### src/rtl/cfg_space_pkg.sv
package cfg_space_pkg;

    localparam int IDX_W  = 6;
    localparam int N_EVT  = 6;

    // dword indices of implemented words
    localparam logic [IDX_W-1:0] IDX_ID     = 6'h00;
    localparam logic [IDX_W-1:0] IDX_CMDSTS = 6'h01;
    localparam logic [IDX_W-1:0] IDX_CLASS  = 6'h02;
    localparam logic [IDX_W-1:0] IDX_HDR    = 6'h03;
    localparam logic [IDX_W-1:0] IDX_BAR    = 6'h04;
    localparam logic [IDX_W-1:0] IDX_SUBSYS = 6'h0B;
    localparam logic [IDX_W-1:0] IDX_CAPPTR = 6'h0D;
    localparam logic [IDX_W-1:0] IDX_INTR   = 6'h0F;
    localparam logic [IDX_W-1:0] IDX_LEGACY = 6'h10;
    localparam logic [IDX_W-1:0] IDX_SUBWR  = 6'h11;
    localparam logic [IDX_W-1:0] IDX_PMCAP  = 6'h14;
    localparam logic [IDX_W-1:0] IDX_PMODE  = 6'h16;

    // slots of the writable-word array
    localparam int S_CMD    = 0;
    localparam int S_HDR    = 1;
    localparam int S_BAR    = 2;
    localparam int S_INTR   = 3;
    localparam int S_LEGACY = 4;
    localparam int S_SUBWR  = 5;
    localparam int S_PMODE  = 6;
    localparam int N_RW     = 7;

    localparam logic [7:0] CAP_OFFSET = 8'h50;
    localparam logic [7:0] PM_CAP_ID  = 8'h01;

    typedef struct packed {
        logic serr_en;
        logic perr_resp;
        logic bm_en;
        logic mem_en;
    } cmd_ctl_t;

    function automatic logic [31:0] lane_mask(input logic [3:0] be_n);
        logic [31:0] m;
        for (int b = 0; b < 4; b++) m[8*b +: 8] = {8{~be_n[b]}};
        return m;
    endfunction

    function automatic logic [31:0] lane_merge(input logic [31:0] old_v,
                                               input logic [31:0] new_v,
                                               input logic [3:0]  be_n,
                                               input logic [31:0] wmask);
        logic [31:0] m;
        m = lane_mask(be_n) & wmask;
        return (old_v & ~m) | (new_v & m);
    endfunction

    function automatic cmd_ctl_t decode_cmd(input logic [15:0] w);
        cmd_ctl_t c;
        c.mem_en    = w[1];
        c.bm_en     = w[2];
        c.perr_resp = w[6];
        c.serr_en   = w[8];
        return c;
    endfunction

    function automatic logic is_implemented(input logic [IDX_W-1:0] idx);
        case (idx)
            IDX_ID, IDX_CMDSTS, IDX_CLASS, IDX_HDR, IDX_BAR, IDX_SUBSYS,
            IDX_CAPPTR, IDX_INTR, IDX_LEGACY, IDX_SUBWR, IDX_PMCAP,
            IDX_PMODE: return 1'b1;
            default:   return 1'b0;
        endcase
    endfunction

endpackage

### src/rtl/cfg_rw_dword.sv
module cfg_rw_dword
    import cfg_space_pkg::*;
#(
    parameter logic [31:0] RST_VAL = 32'h0,
    parameter logic [31:0] WMASK   = 32'hFFFF_FFFF
) (
    input  logic        clk,
    input  logic        rst,
    input  logic        wr_sel,
    input  logic [3:0]  be_n,
    input  logic [31:0] wdata,
    output logic [31:0] q
);

    always_ff @(posedge clk) begin
        if (rst)         q <= RST_VAL;
        else if (wr_sel) q <= lane_merge(q, wdata, be_n, WMASK);
    end

endmodule

### src/rtl/cfg_status_reg.sv
module cfg_status_reg
    import cfg_space_pkg::*;
(
    input  logic             clk,
    input  logic             rst,
    input  logic             wr_sel,
    input  logic [3:0]       be_n,
    input  logic [31:0]      wdata,
    input  logic [N_EVT-1:0] evt_set,
    input  logic             cap_bit,
    output logic [15:0]      status_word
);

    // flag k maps to status bit 8, 11, 12, 13, 14, 15 for k = 0..5
    logic [N_EVT-1:0] flg;
    logic [N_EVT-1:0] clr;

    always_comb begin
        clr = '0;
        if (wr_sel && !be_n[3]) clr = {wdata[31:27], wdata[24]};
    end

    always_ff @(posedge clk) begin
        if (rst) flg <= '0;
        else     flg <= (flg & ~clr) | evt_set;
    end

    assign status_word = {flg[5:1], 2'b01, flg[0], 3'b000, cap_bit, 4'b0000};


    evt_sticky_chk: assert property (@(posedge clk) disable iff (rst)
        (|evt_set) |=> ((flg & $past(evt_set)) == $past(evt_set)));


    clr_only_chk: assert property (@(posedge clk) disable iff (rst)
        (evt_set == '0) |=> ((flg & ~$past(flg)) == '0));

endmodule

### src/rtl/cfg_space.sv
module cfg_space
    import cfg_space_pkg::*;
#(
    parameter logic [15:0] VENDOR_ID     = 16'h1073,
    parameter logic [15:0] DEVICE_ID     = 16'h000D,
    parameter logic [7:0]  REVISION      = 8'h03,
    parameter logic [7:0]  BASE_CLASS    = 8'h04,
    parameter logic [7:0]  SUB_CLASS     = 8'h01,
    parameter logic [7:0]  PROG_IF       = 8'h00,
    parameter logic [7:0]  HEADER_TYPE   = 8'h00,
    parameter logic [7:0]  INT_PIN       = 8'h01,
    parameter logic [7:0]  MIN_GNT       = 8'h05,
    parameter logic [7:0]  MAX_LAT       = 8'h19,
    parameter logic [15:0] LEGACY_RST    = 16'h907F,
    parameter logic [15:0] LEGACY_EXT_RST = 16'h0000,
    parameter int          BAR_SIZE_LOG2 = 15
) (
    input  logic                  clk,
    input  logic                  rst,
    input  logic [IDX_W-1:0]      cfg_idx,
    input  logic                  cfg_rd,
    input  logic                  cfg_wr,
    input  logic [3:0]            cfg_be_n,
    input  logic [31:0]           cfg_wdata,
    output logic [31:0]           cfg_rdata,
    input  logic [N_EVT-1:0]      evt_set,
    input  logic                  eeprom_present,
    input  logic [15:0]           ee_sub_vid,
    input  logic [15:0]           ee_sub_id,
    output logic                  mem_en,
    output logic                  bm_en,
    output logic                  perr_resp,
    output logic                  serr_en,
    output logic [31:BAR_SIZE_LOG2] mem_base,
    output logic [15:0]           legacy_ctl,
    output logic [15:0]           legacy_ext,
    output logic                  cap_en
);

    localparam logic [31:0] BAR_MASK = ~((32'h1 << BAR_SIZE_LOG2) - 32'h1);

    localparam logic [31:0] RW_RST [N_RW] = '{
        32'h0, 32'h0, 32'h0, 32'h0,
        {LEGACY_EXT_RST, LEGACY_RST}, {DEVICE_ID, VENDOR_ID}, 32'h0};
    localparam logic [31:0] RW_MASK [N_RW] = '{
        32'h0000_0146, 32'h0000_FF00, BAR_MASK, 32'h0000_00FF,
        32'hFFFF_FFFF, 32'hFFFF_FFFF, 32'h0000_0001};
    localparam logic [IDX_W-1:0] RW_IDX [N_RW] = '{
        IDX_CMDSTS, IDX_HDR, IDX_BAR, IDX_INTR,
        IDX_LEGACY, IDX_SUBWR, IDX_PMODE};

    logic [31:0] rw_q [N_RW];
    logic [15:0] status_word;
    logic [31:0] rd_mux;
    cmd_ctl_t    cmd;

    for (genvar i = 0; i < N_RW; i++) begin : g_rw
        cfg_rw_dword #(
            .RST_VAL (RW_RST[i]),
            .WMASK   (RW_MASK[i])
        ) u_word (
            .clk    (clk),
            .rst    (rst),
            .wr_sel (cfg_wr && (cfg_idx == RW_IDX[i])),
            .be_n   (cfg_be_n),
            .wdata  (cfg_wdata),
            .q      (rw_q[i])
        );
    end

    assign cap_en = ~rw_q[S_PMODE][0];

    cfg_status_reg u_status (
        .clk         (clk),
        .rst         (rst),
        .wr_sel      (cfg_wr && (cfg_idx == IDX_CMDSTS)),
        .be_n        (cfg_be_n),
        .wdata       (cfg_wdata),
        .evt_set     (evt_set),
        .cap_bit     (cap_en),
        .status_word (status_word)
    );

    always_comb begin
        cmd       = decode_cmd(rw_q[S_CMD][15:0]);
        mem_en    = cmd.mem_en;
        bm_en     = cmd.bm_en;
        perr_resp = cmd.perr_resp;
        serr_en   = cmd.serr_en;
    end

    assign mem_base   = rw_q[S_BAR][31:BAR_SIZE_LOG2];
    assign legacy_ctl = rw_q[S_LEGACY][15:0];
    assign legacy_ext = rw_q[S_LEGACY][31:16];

    always_comb begin
        case (cfg_idx)
            IDX_ID:     rd_mux = {DEVICE_ID, VENDOR_ID};
            IDX_CMDSTS: rd_mux = {status_word, rw_q[S_CMD][15:0]};
            IDX_CLASS:  rd_mux = {BASE_CLASS, SUB_CLASS, PROG_IF, REVISION};
            IDX_HDR:    rd_mux = {8'h00, HEADER_TYPE, rw_q[S_HDR][15:8], 8'h00};
            IDX_BAR:    rd_mux = rw_q[S_BAR];
            IDX_SUBSYS: rd_mux = eeprom_present ? {ee_sub_id, ee_sub_vid}
                                                : rw_q[S_SUBWR];
            IDX_CAPPTR: rd_mux = {24'h0, cap_en ? CAP_OFFSET : 8'h00};
            IDX_INTR:   rd_mux = {MAX_LAT, MIN_GNT, INT_PIN, rw_q[S_INTR][7:0]};
            IDX_LEGACY: rd_mux = rw_q[S_LEGACY];
            IDX_SUBWR:  rd_mux = rw_q[S_SUBWR];
            IDX_PMCAP:  rd_mux = cap_en ? {24'h0, PM_CAP_ID} : 32'h0;
            IDX_PMODE:  rd_mux = rw_q[S_PMODE];
            default:    rd_mux = 32'h0;
        endcase
    end

    always_ff @(posedge clk) begin
        if (rst)         cfg_rdata <= 32'h0;
        else if (cfg_rd) cfg_rdata <= rd_mux;
    end


    unimpl_zero_chk: assert property (@(posedge clk) disable iff (rst)
        (cfg_rd && !is_implemented(cfg_idx)) |=> (cfg_rdata == 32'h0));


    cmd_mem_en_chk: assert property (@(posedge clk) disable iff (rst)
        (cfg_wr && cfg_idx == IDX_CMDSTS && !cfg_be_n[0]) |=> (mem_en == $past(cfg_wdata[1])));


    cap_ptr_chk: assert property (@(posedge clk) disable iff (rst)
        (cfg_rd && cfg_idx == IDX_CAPPTR) |=> (cfg_rdata[7:0] == (cap_en ? CAP_OFFSET : 8'h00)));


    bar_low_zero_chk: assert property (@(posedge clk) disable iff (rst)
        (cfg_rd && cfg_idx == IDX_BAR) |=> (cfg_rdata[BAR_SIZE_LOG2-1:0] == '0));


    rom_ids_chk: assert property (@(posedge clk) disable iff (rst)
        (cfg_rd && cfg_idx == IDX_SUBSYS && eeprom_present)
        |=> (cfg_rdata == $past({ee_sub_id, ee_sub_vid})));


    rdata_hold_chk: assert property (@(posedge clk) disable iff (rst)
        !cfg_rd |=> $stable(cfg_rdata));

endmodule

### config.mk
export PLATFORM = sky130hd
export DESIGN_NAME = cfg_space
export DESIGN_NICKNAME = d
export VERILOG_FILES = /design/src/rtl/cfg_space_pkg.sv /design/src/rtl/cfg_rw_dword.sv /design/src/rtl/cfg_status_reg.sv /design/src/rtl/cfg_space.sv
export SDC_FILE = /design/constraint.sdc
export NUM_CORES = 1
export LEC_CHECK = 0
export BUFFER_PORTS_ARGS = -buffer_cell sky130_fd_sc_hd__buf_2
export CAP_MARGIN = 10
export CORE_ASPECT_RATIO = 1.25
export CORE_MARGIN = 2
export CORE_UTILIZATION = 56
export CTS_CLUSTER_DIAMETER = 200
export CTS_CLUSTER_SIZE = 14
export DETAILED_ROUTE_END_ITERATION = 12
export GPL_TIMING_DRIVEN = 0
export PLACE_DENSITY_LB_ADDON = 0.05
export SLEW_MARGIN = 10
export SYNTH_ARGS = -nofsm -noshare
export SYNTH_HDL_FRONTEND = slang
export SYNTH_SLANG_ARGS = --single-unit
### constraint.sdc
create_clock -name clk -period 5.9 [get_ports clk]
set_clock_uncertainty 0.15 [all_clocks]
set_input_delay 1.18 -clock clk [delete_from_list [all_inputs] [get_ports clk]]
set_output_delay 1.18 -clock clk [all_outputs]
set_load 0.02 [all_outputs]
After elaboration in Yosys (flattened, before gate mapping) --
Cells that the tools add are included.
Storage, ports and cells: logic and storage cells 69, bits in registers 262, bits of input ports 85
Cells by class: eq/ne operators 11, reduce and logical (&&, ||, !) cells 10, mux-type cells 5, bitwise gates (word level) 34
Operators with widths (number):
- one-hot mux 32 bit (12 select lines) | 1
- AND 32 bit | 9
- bitwise OR 32 bit | 7
- inverter 32 bit | 2
- AND 32 x 1 -> 32 bit | 1
- AND 32 x 16 -> 32 bit | 1
- AND 32 x 8 -> 32 bit | 1
- AND 32 x 9 -> 32 bit | 1
- 2-to-1 mux 32 bit | 1
- inverter 1 -> 32 bit | 1
- inverter 16 -> 32 bit | 1
- inverter 8 -> 32 bit | 1
- inverter 9 -> 32 bit | 1
- == test 6 x 5 -> 1 bit, second input constant | 4
- == test 6 x 4 -> 1 bit, second input constant | 3
- == test 6 x 2 -> 1 bit, second input constant | 2
- logical AND 1 bit | 8
- 2-to-1 mux 7 bit | 1
- AND 6 bit | 1
- == test 6 x 1 -> 1 bit, second input constant | 1
- == test 6 x 3 -> 1 bit, second input constant | 1
- zero test 6 bit | 1
- 2-to-1 mux 6 bit | 1
- inverter 6 bit | 1
- 4 further kinds | 8

Depth between registers and ports, before layout --
Gate-level depths: netlist of the first run.
word-level depth 7, gate-level depth with buffers 8

Cells and area by module --
From an unflattened synthesis of the first run, not the netlist that was laid out.
Second synthesis, totals: cells, all modules 945, area, all modules 8580.7 um2
By module, submodules not included:
- cfg_space | cells an instance 328, seq. area each 640.6 um2, times used 1, area an instance 2686.3 um2
- cfg_rw_dword at g_rw[5].u_word | cells an instance 144, seq. area each 640.6 um2, times used 1, area an instance 1462.7 um2
- cfg_rw_dword at g_rw[4].u_word | cells an instance 143, seq. area each 640.6 um2, times used 1, area an instance 1416.4 um2
- cfg_rw_dword at g_rw[1].u_word ... | cells an instance 59, seq. area each 160.2 um2, times used 2, area an instance 546.8 um2
- cfg_rw_dword at g_rw[2].u_word | cells an instance 92, seq. area each 340.3 um2, times used 1, area an instance 908.4 um2
- cfg_rw_dword at g_rw[0].u_word | cells an instance 47, seq. area each 80.1 um2, times used 1, area an instance 411.6 um2
- cfg_status_reg | cells an instance 36, seq. area each 120.1 um2, times used 1, area an instance 315.3 um2
- cfg_rw_dword at g_rw[6].u_word | cells an instance 37, seq. area each 20.0 um2, times used 1, area an instance 286.5 um2

Worst setup path after synthesis of the first run --
OpenSTA, ideal clock, no wires.
path kind input -> register, from input cfg_idx[3], to register with a tool-made name, required time 5618 ps, path slack 3055 ps, stages 8, arrival 2563 ps, path through buf_6 > or4b_4 > nor2_8 > buf_6 > buf_8 > nand2_1 > nand2_1 > a21oi_1
RTL lines:
- start: declaration | line cfg_space.sv:20 | input logic [IDX_W-1:0] cfg_idx,

Final worst setup path of the first run --
from input cfg_idx[2], to register cfg_rdata[10]
On the way: longest elaborated chain between the ends 2, elaborated cells on any way between the ends 13, those cells by class 11 x eq/ne; 1 x mux; 1 x reduce/logical
RTL lines:
- == test 6 x 5 -> 1 bit (tied with other cells) | line cfg_space.sv:97 | case (cfg_idx)
- one-hot mux 32 bit (12 select lines) * | line cfg_space.sv:97
- end signal: assignment | line cfg_space.sv:117 | else if (cfg_rd) cfg_rdata <= rd_mux;
- end: declaration | line cfg_space.sv:25 | output logic [31:0] cfg_rdata,
Every way passes the cells marked *; elsewhere a longest branch is shown, timed or not. A chain may end at the register's enable or synchronous reset.

==> results of run 1 <==
[cells in the mapped netlist (3+ instances only)]
library cell	n	area [um^2]
a21o_1	14	105.1
a21oi_1	92	460.4
a221o_1	6	60.06
a221oi_1	6	52.55
a222oi_1	13	130.1
a22o_1	7	61.31
a22oi_1	20	150.1
a31oi_1	3	18.77
and2_1	5	31.28
and3_1	7	43.79
buf_2	18	90.09
buf_4	7	52.55
buf_6	5	56.30
clkbuf_1	26	97.59
dfxtp_1	140	2803
mux2i_1	22	220.2
nand2_1	159	596.8
nand2_2	3	18.77
nand3_1	62	310.3
nand3b_1	17	127.6
nand4_1	4	25.02
nor2_1	31	116.4
nor2b_1	6	37.54
nor3b_1	3	22.52
o21ai_0	10	50.05
[stage by stage]
step	setup slack (ps)	power, mW	area (um^2)	instances	hold slack [ps]
2_1_floorplan	3055	1.032	6093	723	285.7
3_3_place_gp	2396	1.098	7094	1022	280.8
3_5_place_dp	2358	1.100	7094	1022	283.7
4_1_cts	2804	2.109	7661	1053	300.9
5_1_grt	2683	2.162	7661	1053	309.6
6_report	2664	2.114	7661	1053	295.4
[worst max-delay path by stage]
| stage | startpoint | to | cells past startpoint |
|---|---|---|---|
| 3_3_place_gp | cfg_idx[2] | cfg_rdata[10] | 8 |
| 4_1_cts | cfg_idx[2] | cfg_rdata[10] | 8 |
| 3_5_place_dp | cfg_idx[2] | cfg_rdata[10] | 8 |
| 2_1_floorplan | cfg_idx[3] | register | 8 |
| 5_1_grt | cfg_idx[2] | cfg_rdata[10] | 8 |
| 6_report | cfg_idx[2] | cfg_rdata[10] | 8 |
[kinds of logic after synthesis]
logic type      synth area share
compound gates            0.1990
xor+xnor                0.001438
buf+inv                  0.05626
flops                     0.4600
mux                      0.03614
simple gates              0.2472
[layout by cell type (no fill, tap or decap), drive strengths merged, types with 2 or more instances in the layout]
master and count:
a211o 2, a21o 14, a21oi 92, a221o 6, a221oi 7, a222oi 13, a22o 7, a22oi 20
a2bb2oi 2, a31oi 3, and2 5, and3 7, buf 200, clkbuf 46, clkinv 4, clkinvlp 4
dfxtp 140, inv 5, mux2i 22, nand2 162, nand2b 2, nand3 62, nand3b 17, nand4 4
nand4b 2, nor2 34, nor2b 6, nor3b 4, o21ai 11
[cell type report]
cell class / instances / area (um^2) / share of cell area
clock inverters: 12 / 113.9 / 0.01486
multi-input cells: 521 / 2948 / 0.3848
plain buffers: 60 / 335.3 / 0.04377
repair buffers: 167 / 835.8 / 0.1091
inverters: 2 / 7.507 / 0.0009799
clock buffers: 19 / 452.9 / 0.05912
flip-flops and latches: 140 / 2803 / 0.3658
well taps: 132 / 165.2 / 0.02156
[critical path: stages]
cell and delay (ps):
buf_2 120, clkbuf_1 320, nor3b_1 250, o21ai_0 150, nand4b_1 310, clkbuf_1 720
a21oi_1 150, a21o_1 200
[power breakdown]
| part | internal, mW | switching (mW) | leakage (nW) | total [mW] |
|---|---|---|---|---|
| Clock | 0.602 | 0.427 | 0.268 | 1.03 |
| Combinational | 0.0438 | 0.0873 | 1.80 | 0.131 |
| Sequential | 0.951 | 0.00316 | 1.13 | 0.954 |
| Total | 1.60 | 0.517 | 3.20 | 2.11 |
[routing by layer]
layer	share of wire	track usage
met1	0.37	0.4757
met2	0.47	0.6107
met3	0.11	0.07919
met4	0.047	0.2144
met5	0	0
==> impl_metrics.yaml, run 1 <==
outcome:
  status: "complete, no violations"
route:
  drtIter0Drc: 717
  routed_wl_mm: 22.71
  vias_per_cell: 6.250
  ant_nets: 0
  drcViolationCount: 0
  num_vias: 6581
  first_pass_iters: 6
  routedWlPerCell_um: 21.56
clock_tree:
  cts_tree: "built"
  hold_buffers: 0
  cts_setup_buffers: 0
  cts_sinks: 140
  cts_resized: 0
  cts_buffer_depth: 2
  clk_latency_ps: 430
  cts_max_level: 4
  path_clk_slew_ps: 60
  clockRootBuffer: "clkbuf_16"
  cts_inserted_buffers: 17
timing:
  setup_tns_ps: 0
  final_max_slew_viol_count: 0
  post-route-period-util: 0.5485
  fmax_ghz: 0.3090
  max_slew.worst_pin.slew_ps: 886.9
  setup_viol: 0
  slew_headroom: 0.4087
  min_period_ps: 3236
  finalHoldViolCount: 0
  grt_setup_unrepaired: "false"
yosys:
  syn_inst: 723
  ys_async_sr_fraction: 0
  syn_avg_cell_area_um2: 8.428
  ys.flop_type: "dfxtp_1"
  ys_seq_elements: 140
  syn-num-nets: 808
  synth-seq-area-share: 0.4600
  ys_types: 55
  yosys_warnings: 0
  synth_edf_count: 0
  synthesis.area_um2: 6093
critical_path:
  cp_data_required_time_ps: 6070
  r2r_end: "cfg_rdata[6]"
  end_kind: "register"
  crit_arrival_ps: 3410
  critPathLaunchType: "primary input"
  ff2ff_path_depth: 5
  reg2reg_setup_slack_ps: 4100
  cp_max_fo: 10
  critical_path_class: "primary input to register"
global_route:
  antenna_found_initial: 0
  grt_pass1_wl_mm: 34.02
  grtUsageTotal: 0.3796
  first_global_vias: 6251
  global_route.overflow_total: 0
  grt_max_degree: 17
place:
  hpwl_mm: 15.62
  port_buffers: 167
  gp_congestion: 0.9246
hold_path:
  hold_class: "register to register"
  hold_path_startpoint: "cfg_rdata[22]"
  worstHoldPathCells: 1
  holdPathEnd: "cfg_rdata[22]"
layout:
  n_antenna_cell: 0
  num-fill-cells: 937
  area_growth_pct: 25.73
  drive_above_1_share: 0.2649
  finish.utilization: 0.7217
  finalNetCount: 994
power_and_ir_drop:
  ir_drop_mv: 0.2030
  leakagePower_nw: 3.199
  p_per_area_nw_per_um2: 275.9
flow_run:
  maxCapViolations: 0
floorplanning:
  die_x_um: 97.30
  die_h_um: 120.6
  die-area_um2: 11740
  initial_utilization: 0.5740
  core_um2: 10620
  num_rows: 42
  ios: 171
Note: power is estimated with default switching activity, not from simulation.
==> run 2: changes to the inputs <==
--- a/config.mk
+++ b/config.mk
@@ -9,7 +9,7 @@
 export CAP_MARGIN = 10
 export CORE_ASPECT_RATIO = 1.25
 export CORE_MARGIN = 2
-export CORE_UTILIZATION = 56
+export CORE_UTILIZATION = 52
 export CTS_CLUSTER_DIAMETER = 200
 export CTS_CLUSTER_SIZE = 14
 export DETAILED_ROUTE_END_ITERATION = 12
==> constraint.sdc (replaced) <==
create_clock -name clk -period 3.1 [get_ports clk]
set_clock_uncertainty 0.15 [all_clocks]
set_input_delay 0.62 -clock clk [delete_from_list [all_inputs] [get_ports clk]]
set_output_delay 0.62 -clock clk [all_outputs]
set_load 0.02 [all_outputs]
==> impl_metrics.yaml, run 2 (same netlist as run 1, synthesis figures left out) <==
outcome:
  status: "complete, no violations"
floorplanning:
  core_um2: 11510
  num_rows: 44
  ios: 171
  die_x_um: 100.8
  initial_utilization: 0.5296
  die_h_um: 125.0
  die-area_um2: 12610
global_route:
  global_route.overflow_total: 0
  grt_max_degree: 17
  antenna_found_initial: 0
  first_global_vias: 6081
  grtUsageTotal: 0.3459
  grt_pass1_wl_mm: 33.02
layout:
  final_common_cell: "buf_2"
  finalNetCount: 994
  area_growth_pct: 26.69
  fin_area_um2: 7720
  drive_above_1_share: 0.2657
  layout_common_cells: "buf_2 (185), nand2_1 (159), dfxtp_1 (140)"
  n_antenna_cell: 0
critical_path:
  critical_path_class: "primary input to register"
  r2r_end: "cfg_rdata[4]"
  crit_top_cell: "nand2_1"
  ff2ff_path_depth: 5
  crit_arrival_ps: 2780
  critPathLaunchType: "primary input"
  slowest_stage: "nor4b_4"
  critPathBufInv: 3
  cpLargestDelayFamily: "simple AND/OR/NAND/NOR gates"
  cpPeakStageDelay_ps: 740
  end_kind: "register"
  cp_max_fo: 10
  cp_data_required_time_ps: 3220
  reg2reg_setup_slack_ps: 940
  path_cells: "buf_2, buf_6, nor2b_1, nor4b_4, buf_4, nand2_1, nand2_1, a21oi_1"
clock_tree:
  cts_resized: 0
  cts_tree: "built"
  cts_buffer_depth: 2
  hold_buffers: 0
  clockRootBuffer: "clkbuf_16"
  cts_setup_buffers: 0
  cts_max_level: 4
  cts_sinks: 140
  cts_inserted_buffers: 17
  clk_latency_ps: 420
  path_clk_slew_ps: 60
hold_path:
  holdPathEnd: "u_status.flg[1]"
  hold_class: "primary input to register"
  hold_path_startpoint: "evt_set[1]"
  worstHoldPathCells: 3
place:
  place_ws_ps: 122.4
  placed_area_um2: 7102
  hpwl_mm: 15.51
  gp_congestion: 0.9239
  port_buffers: 167
flow_run:
  maxCapViolations: 0
route:
  top_layer: "met4"
  num_vias: 6546
  drcViolationCount: 0
  first_pass_iters: 7
  routedWlPerCell_um: 20.95
  dr_wl_met2_mm: 10.65
  vias_per_cell: 6.175
  routed_wl_mm: 22.21
  drtIter0Drc: 671
  wl_met1_mm: 8.333
  wl_met3_mm: 2.199
  ant_nets: 0
power_and_ir_drop:
  ir_drop_mv: 0.3446
  pwr-share-seq: 0.435
  leakagePower_nw: 3.222
  p_per_area_nw_per_um2: 541.0
  pwr-share-comb: 0.059
  intPower_mw: 3.203
  p_sw_frac: 0.2332
  pwr-share-clk: 0.506
  power.switching_mw: 0.9740
timing:
  setup_tns_ps: 0
  finalHoldViolCount: 0
  min_period_ps: 2663
  setup_viol: 0
  slew_headroom: 0.2199
  final_max_slew_viol_count: 0
  grt_setup_unrepaired: "false"
  layout_setup_ws_ps: 437.3
  max_slew.worst_pin.slew_ps: 1141
  fmax_ghz: 0.3756
  post-route-period-util: 0.8589
## run 2: tightest hold or removal path, stage by stage
cell	delay (ps)
buf_2	80
a21oi_1	30
nor2_1	70
## run 2: through the flow
| step | cells | util | total power [mW] | hold slack [ps] |
|---|---|---|---|---|
| after global placement | 1028 | 0.6172 | 2.092 | 280.6 |
| after global routing | 1060 | 0.6709 | 4.266 | 271.6 |
| after detailed placement | 1028 | 0.6172 | 2.095 | 284.8 |
| final | 1060 | 0.6709 | 4.177 | 259.4 |
| after CTS | 1060 | 0.6709 | 4.173 | 249.4 |
| after floorplan | 723 | - | 1.965 | 285.7 |
## run 2: routing by layer
metal  GRT usage  vias up
met2      0.5580      428
met5           0        -
met4      0.1789        0
li1            -     2955
met1      0.4358     3093
met3     0.06484       70
## run 2: final cells by class
cell class / instances / area (um^2)
plain buffers: 60 / 335.3
repair buffers: 167 / 835.8
fillers: 1013 / 3786
well taps: 138 / 172.7
clock inverters: 13 / 165.2
flip-flops and latches: 140 / 2803
inverters: 2 / 7.507
clock buffers: 19 / 452.9
multi-input cells: 521 / 2948
## run 2: how the worst max path moves through the flow
stage	slack (ps)	startpoint	cells past startpoint	endpoint
3_5_place_dp	120	cfg_idx[0]	8	register
4_1_cts	520	cfg_idx[0]	8	register
5_1_grt	400	cfg_idx[0]	8	register
2_1_floorplan	810	cfg_idx[3]	8	register
3_3_place_gp	120	cfg_idx[0]	8	register
6_report	440	cfg_idx[3]	8	register
## run 2: power groups by stage
stage | logic [mW] | clock network, mW | registers (mW)
2_1_floorplan | 0.108 | 0 | 1.86
3_3_place_gp | 0.237 | 0 | 1.85
3_5_place_dp | 0.240 | 0 | 1.85
4_1_cts | 0.241 | 2.12 | 1.82
5_1_grt | 0.261 | 2.19 | 1.82
6_report | 0.248 | 2.11 | 1.82
==> run 3: changes to the inputs <==
--- a/config.mk
+++ b/config.mk
@@ -7,7 +7,7 @@
 export LEC_CHECK = 0
 export BUFFER_PORTS_ARGS = -buffer_cell sky130_fd_sc_hd__buf_2
 export CAP_MARGIN = 10
-export CORE_ASPECT_RATIO = 1.25
+export CORE_ASPECT_RATIO = 0.7
 export CORE_MARGIN = 2
 export CORE_UTILIZATION = 52
 export CTS_CLUSTER_DIAMETER = 200
==> impl_metrics.yaml, run 3 (same netlist as run 1, synthesis figures left out) <==
outcome:
  status: "complete, no violations"
critical_path:
  path_cells: "buf_2, or2_2, buf_2, nor4b_4, buf_4, nand2_1, nand2_1, a21oi_1"
  critPathLaunchType: "primary input"
  cp_max_fo: 10
  cpPeakStageDelay_ps: 660
  critical_path_class: "primary input to register"
  slowest_stage: "nor4b_4"
  cpLargestDelayFamily: "simple AND/OR/NAND/NOR gates"
  critPathBufInv: 3
  end_kind: "register"
  cp_data_required_time_ps: 3220
  critical_path.startpoint: "cfg_idx[1]"
  crit_arrival_ps: 2710
place:
  hpwl_mm: 15.25
  gp_congestion: 0.9175
  port_buffers: 167
clock_tree:
  path_clk_slew_ps: 60
  cts_sinks: 140
  cts_inserted_buffers: 17
  hold_buffers: 0
  cts_buffer_depth: 2
  cts_max_level: 4
  cts_setup_buffers: 0
  clockRootBuffer: "clkbuf_16"
  cts_resized: 0
  cts_tree: "built"
  clk_latency_ps: 420
layout:
  seq_area_um2: 2803
  finalNetCount: 994
  drive_above_1_share: 0.2646
  num-fill-cells: 1033
  n_antenna_cell: 0
  final_common_cell: "buf_2"
  area_growth_pct: 27.27
  multi_input_area_um2: 2948
  layout_common_cells: "buf_2 (185), nand2_1 (159), dfxtp_1 (140)"
floorplanning:
  num_rows: 33
  die-area_um2: 12610
  die_h_um: 94.57
  initial_utilization: 0.5271
  die_x_um: 133.4
  ios: 171
  core_um2: 11560
timing:
  setup_tns_ps: 0
  setup_viol: 0
  whs_ps: 260.5
  grt_setup_unrepaired: "false"
  final_max_slew_viol_count: 0
  post-route-period-util: 0.8362
  finalHoldViolCount: 0
  slew_headroom: 0.4852
  fmax_ghz: 0.3858
  max_slew.worst_pin.slew_ps: 752.7
  min_period_ps: 2592
route:
  num_vias: 6545
  routed_wl_mm: 21.67
  ant_nets: 0
  vias_per_cell: 6.066
  drtIter0Drc: 725
  first_pass_iters: 8
  routedWlPerCell_um: 20.08
  drcViolationCount: 0
global_route:
  global_route.overflow_total: 0
  antenna_found_initial: 0
  grt_max_degree: 17
  grtUsageTotal: 0.3425
  first_global_vias: 5994
  grt_pass1_wl_mm: 32.74
power_and_ir_drop:
  p_per_area_nw_per_um2: 544.7
  ir_drop_mv: 0.4266
  leakagePower_nw: 3.244
hold_path:
  hold_class: "primary input to register"
  hold_path_startpoint: "evt_set[4]"
flow_run:
  maxCapViolations: 0
==> run 3: changes by cell type in the layout (fill, tap and decap cells not counted), sizes merged <==
cell and change:
clkinvlp -4, inv +1, clkbuf +4, clkinv -1
==> run 3: worst register-to-register path, cell delays in order, from the launching register on <==
cell and delay (ps):
dfxtp_1 370, nand4b_1 190, a2111oi_0 670, a221oi_1 140, o211ai_1 150, a22o_1 140
==> run 3: cell type report <==
cell class,count,area share
buffer,60,0.04324
multi-input combinational,521,0.3801
sequential,140,0.3614
clock inverter,9,0.01694
timing repair buffer,167,0.1078
clock buffer,23,0.06421
tap,157,0.02533
inverter,2,0.0009681
==> run 3: through the flow <==
stage / total power [mW] / setup slack, ps / utilization / cell area (um^2) / std cells
floorplan: 1.965 / 814.7 / - / 6093 / 723
global placement: 2.086 / 253.2 / 0.6163 / 7126 / 1047
detailed placement: 2.090 / 219.3 / 0.6163 / 7126 / 1047
CTS: 4.206 / 637.6 / 0.6708 / 7755 / 1079
global route: 4.309 / 501.5 / 0.6708 / 7755 / 1079
finish: 4.224 / 507.8 / 0.6708 / 7755 / 1079
==> run 3: path summary, 6_finish.rpt <==
| path | cells past startpoint | to | slack [ps] |
|---|---|---|---|
| min reg2reg | 1 | cfg_rdata[11] | 300 |
| max reg2reg | 5 | cfg_rdata[4] | 1230 |
| min | 3 | u_status.flg[4] | 260 |
| max | 8 | register | 510 |
==> run 3: where the power goes <==
part	total, mW	leakage (nW)	internal (mW)	switching (mW)
Clock	2.16	0.314	1.38	0.788
Combinational	0.244	1.80	0.0835	0.161
Sequential	1.82	1.13	1.81	0.00650
==> run 3: routing by layer <==
layer  share of wire  global-route usage
met5               0                   0
met4           0.019              0.1250
met3            0.12             0.08749
met2            0.44              0.5271
met1            0.42              0.4682
